==> src/rtl/pscPkg.sv <==
package pscPkg;
  localparam int CORE_W    = 2;
  localparam int CORE_LAST = (1 << CORE_W) - 1;
  localparam int CORE_SKIP = CORE_LAST - 1;

  typedef struct packed {
    logic coreClr;
    logic halfTog;
    logic modeLoad;
  } pscStrobe_t;
endpackage

==> src/rtl/pscControl.sv <==
module pscControl
  import pscPkg::*;
(
  input  logic              clkIn,
  input  logic              rst,
  input  logic [CORE_W-1:0] coreCnt,
  input  logic              halfQ,
  input  logic              modeQ,
  output pscStrobe_t        strobe
);
  logic endFull;
  logic endShort;
  logic coreEnd;

  always_comb begin
    endFull  = (coreCnt == CORE_W'(CORE_LAST));
    endShort = modeQ && halfQ && (coreCnt == CORE_W'(CORE_SKIP));
    coreEnd  = endFull || endShort;
    strobe.coreClr  = coreEnd;
    strobe.halfTog  = coreEnd;
    strobe.modeLoad = coreEnd && halfQ;
  end

  // the state with core count 3 and the toggle flop high never appears in short mode
  AST_NO_STATE7: assert property (@(posedge clkIn) disable iff (rst)
    (modeQ && halfQ) |-> (coreCnt != CORE_W'(CORE_LAST))) else $error("state 7 reached");

  // the sampled modulus is loaded only at the wrap edge
  AST_MODE_HOLD: assert property (@(posedge clkIn) disable iff (rst)
    !(coreEnd && halfQ) |=> $stable(modeQ)) else $error("mode changed mid period");
endmodule

==> src/rtl/pscDatapath.sv <==
module pscDatapath
  import pscPkg::*;
(
  input  logic              clkIn,
  input  logic              rst,
  input  logic              modSel,
  input  pscStrobe_t        strobe,
  output logic [CORE_W-1:0] coreCnt,
  output logic              halfQ,
  output logic              modeQ
);
  always_ff @(posedge clkIn) begin
    if (rst) begin
      coreCnt <= '0;
      halfQ   <= 1'b0;
      modeQ   <= 1'b0;
    end else begin
      coreCnt <= strobe.coreClr ? '0 : coreCnt + 1'b1;
      if (strobe.halfTog)  halfQ <= ~halfQ;
      if (strobe.modeLoad) modeQ <= modSel;
    end
  end

  AST_RESET_CLEAR: assert property (@(posedge clkIn)
    rst |=> (coreCnt == '0 && !halfQ && !modeQ)) else $error("reset state");

  AST_CORE_STEP: assert property (@(posedge clkIn) disable iff (rst)
    ##1 ((coreCnt == $past(coreCnt) + 1'b1) || (coreCnt == '0))) else $error("core step");

  AST_HALF_AT_END: assert property (@(posedge clkIn) disable iff (rst)
    (coreCnt != '0) |-> $stable(halfQ)) else $error("toggle outside core end");
endmodule

==> src/rtl/dualModPrescaler.sv <==
module dualModPrescaler
  import pscPkg::*;
(
  input  logic clkIn,
  input  logic rst,
  input  logic modSel,
  output logic divOut
);
  pscStrobe_t        strobe;
  logic [CORE_W-1:0] coreCnt;
  logic              halfQ;
  logic              modeQ;

  pscControl ctrl_i (
    .clkIn  (clkIn),
    .rst    (rst),
    .coreCnt(coreCnt),
    .halfQ  (halfQ),
    .modeQ  (modeQ),
    .strobe (strobe)
  );

  pscDatapath dp_i (
    .clkIn  (clkIn),
    .rst    (rst),
    .modSel (modSel),
    .strobe (strobe),
    .coreCnt(coreCnt),
    .halfQ  (halfQ),
    .modeQ  (modeQ)
  );

  assign divOut = halfQ;
endmodule

==> config.mk <==
export PLATFORM = sky130hd
export DESIGN_NAME = dualModPrescaler
export DESIGN_NICKNAME = d
export VERILOG_FILES = /design/src/rtl/pscPkg.sv /design/src/rtl/pscControl.sv /design/src/rtl/pscDatapath.sv /design/src/rtl/dualModPrescaler.sv
export SDC_FILE = /design/constraint.sdc
export NUM_CORES = 1
export LEC_CHECK = 0
export ABC_AREA = 1
export BUFFER_PORTS_ARGS = -buffer_cell sky130_fd_sc_hd__buf_2
export CORE_AREA = 2 2 39 41
export DETAILED_ROUTE_END_ITERATION = 16
export DIE_AREA = 0 0 41 43
export GPL_ROUTABILITY_DRIVEN = 0
export SLEW_MARGIN = 20
export SYNTH_ARGS = -nofsm -noshare
export SYNTH_HDL_FRONTEND = slang
export SYNTH_SLANG_ARGS = --single-unit
==> constraint.sdc <==
create_clock -name clkIn -period 1.3 [get_ports clkIn]
set_input_delay 0.13 -clock clkIn [delete_from_list [all_inputs] [get_ports clkIn]]
set_output_delay 0.13 -clock clkIn [all_outputs]
set_load 0.1 [all_outputs]
==> impl_metrics.toml <==
[run_status]
outcome = "completed"

[grt]
grt_overflow = 0
grt_first_pass_wirelength_um = 414
antenna_found_initial = 0
grt_max_degree = 4
grt.total_usage = 0.0422
grt_pass1_vias = 121

[clock_tree]
clk_pin_slew_ns = 0.04
hold_buffers = 0
htree_levels = 1
cts_resized = 0
cts_tree = "built"
cts_buffers = 3
cts_setup_buffers = 0
clk_latency_ns = 0.23
clkSinkCount = 4
root_buffer = "clkbuf_4"
cts_buffer_depth = 2

[die]
row_count = 14
die_w_um = 41
coreArea_mm2 = 0.00138
initial_utilization = 0.127
die-height_um = 43
ioPinCount = 4
die_area_mm2 = 0.00176

[placed_design]
pre_cts_ws_ns = 0.284
port_buffers = 3

[setup_path]
endpoint_kind = "primary output"
max_stage_delay_ns = 0.42
crit_required_ns = 1.17
criticalPathCategory = "reg -> out"
cp.arrival_ns = 0.97
path_buf_inv = 1
path_cells = "buf_2"
start_kind = "register"
crit_fanout = 3
cp_top_family = "buffers and inverters"
startpoint = "dp_i.halfQ"
rr_startpoint = "dp_i.coreCnt[0]"
critPathSlowestCell = "buf_2"

[sta]
clock.fmax_mhz = 907
fin_ws_ns = 0.197
post-route-min-period_ns = 1.10
finalHoldViolCount = 0
fin_skew_ns = 0.00428
rsz0062_at_grt = "no"
finalCritPeriodShare = 0.848
worstMarginPinSlew_ns = 0.484
fin_setup_tns_ns = 0
maxSlewViolCount = 0
setup_viol = 0
slew_headroom = 0.680

[power_and_ir_drop]
p_int_uw = 251
power_frac_comb = 0.131
pwr-share-clk = 0.450
ir_worst_vdd_mv = 0.385
p_seq_frac = 0.419
swShare = 0.255
power_leakage_uw = 0.000108
power_switching_uw = 85.7
power.density_mw_per_mm2 = 1440

[synthesis]
yosysWarnings = 0
ys_seq_elements = 4
synthMuxAreaShare = 0
synth_fa_ha_area_frac = 0.143
yosysSeqAreaShare = 0.457
synth_top_family_by_area = "simple AND/OR/NAND/NOR gates"
synth.distinct_cells = 8
netlist_area_um2 = 175
synth_compound_area_frac = 0.121
postSynthCellCount = 22
synth_area_per_cell_um2 = 7.96
yosys.area_share.simple = 0.171
syn-num-nets = 27
synthXorXnorAreaFrac = 0

[worst_hold_path]
holdCritStartpoint = "rst"
hold_class = "in -> reg"

[final_layout]
n_fill_cell = 152
multiInputGateArea_um2 = 76.3
antenna-diode-count = 0
mostFrequentLayoutCells = "5 x inv_1, 5 x nor2_1"
syn_to_final_growth_pct = 33.6
ff_latch_area_um2 = 81.3
final_nets = 35
drive_gt1_frac = 0.286

[detailed_routing]
via_per_inst = 3.25
wl_per_cell_um = 6.57
ant_nets = 0
vias = 143
firstDrtPassIters = 3
drc_errors = 0
drt_wl_total_um = 289
drt_iter0_markers = 2

[job]
drv_cap = 0
## registers in the layout, indices dropped and copies added (netlist names)
register / cells
dp_i.coreCnt: 2
dp_i.halfQ: 1
dp_i.modeQ: 1
## synthesized netlist by cell type
master    count  area share
o21ai_0       1       0.029
inv_1         5        0.11
nor2_1        5        0.11
nand2_1       3       0.064
dfxtp_1       4        0.46
ha_1          2        0.14
a21oi_2       1       0.050
o211ai_1      1       0.043
## kinds of logic (layout without fill, tap and decap cells)
logic type,after synthesis,count (layout)
AOI/OAI and AO/OA,3,3
adders and majority gates,2,2
buffers and inverters,5,11
and+or+nand+nor,8,8
DFF,4,4
## worst register-to-register path: cells and delay by family, from the launching register on
family / cells / cell delay (ns)
flops: 1 / 0.31
simple gates: 4 / 0.25
fa+ha+maj: 1 / 0.13
buf+inv: 1 / 0.06
compound gates: 1 / 0.16
## final timing paths
kind              slack, ns  cells after the start         endpoint
setup / recovery       0.20                      1           divOut
setup reg to reg       0.28                      7       dp_i.modeQ
hold / removal         0.18                      4       dp_i.modeQ
hold reg to reg        0.45                      1  dp_i.coreCnt[0]
## power by group through the flow
| stage | clock network [µW] | logic, µW | registers [µW] |
|---|---|---|---|
| 2_1_floorplan | 0 | 19.4 | 158 |
| 3_3_place_gp | 0 | 42.7 | 142 |
| 3_5_place_dp | 0 | 44.8 | 143 |
| 4_1_cts | 160 | 44.9 | 141 |
| 5_1_grt | 168 | 49.0 | 142 |
| 6_report | 151 | 44.2 | 141 |
## per-stage QoR
stage                     hold WS, ns  utilization  cells  instance area [µm²]  power, µW
after floorplan                 0.294            -     22                  176        177
after global placement          0.399        0.153     41                  211        185
after detailed placement        0.419        0.153     41                  211        187
after CTS                       0.177        0.169     44                  234        346
after global routing            0.191        0.169     44                  234        358
final                           0.178        0.169     44                  234        336
## final cells by class
cell class | count | area share
Sequential cell | 4 | 0.348
Multi-Input combinational cell | 13 | 0.326
Clock buffer | 3 | 0.0963
Tap cell | 16 | 0.0856
Timing Repair Buffer | 3 | 0.0642
Inverter | 5 | 0.0802
## routing by layer
layer	part of all wire	track usage	vias up
met4	0	0.0600	0
li1	-	-	79
met2	0.46	0.0438	3
met3	0.093	0.0314	0
met5	0	0	-
met1	0.45	0.0418	61
Power figures use the tool's default switching activity.
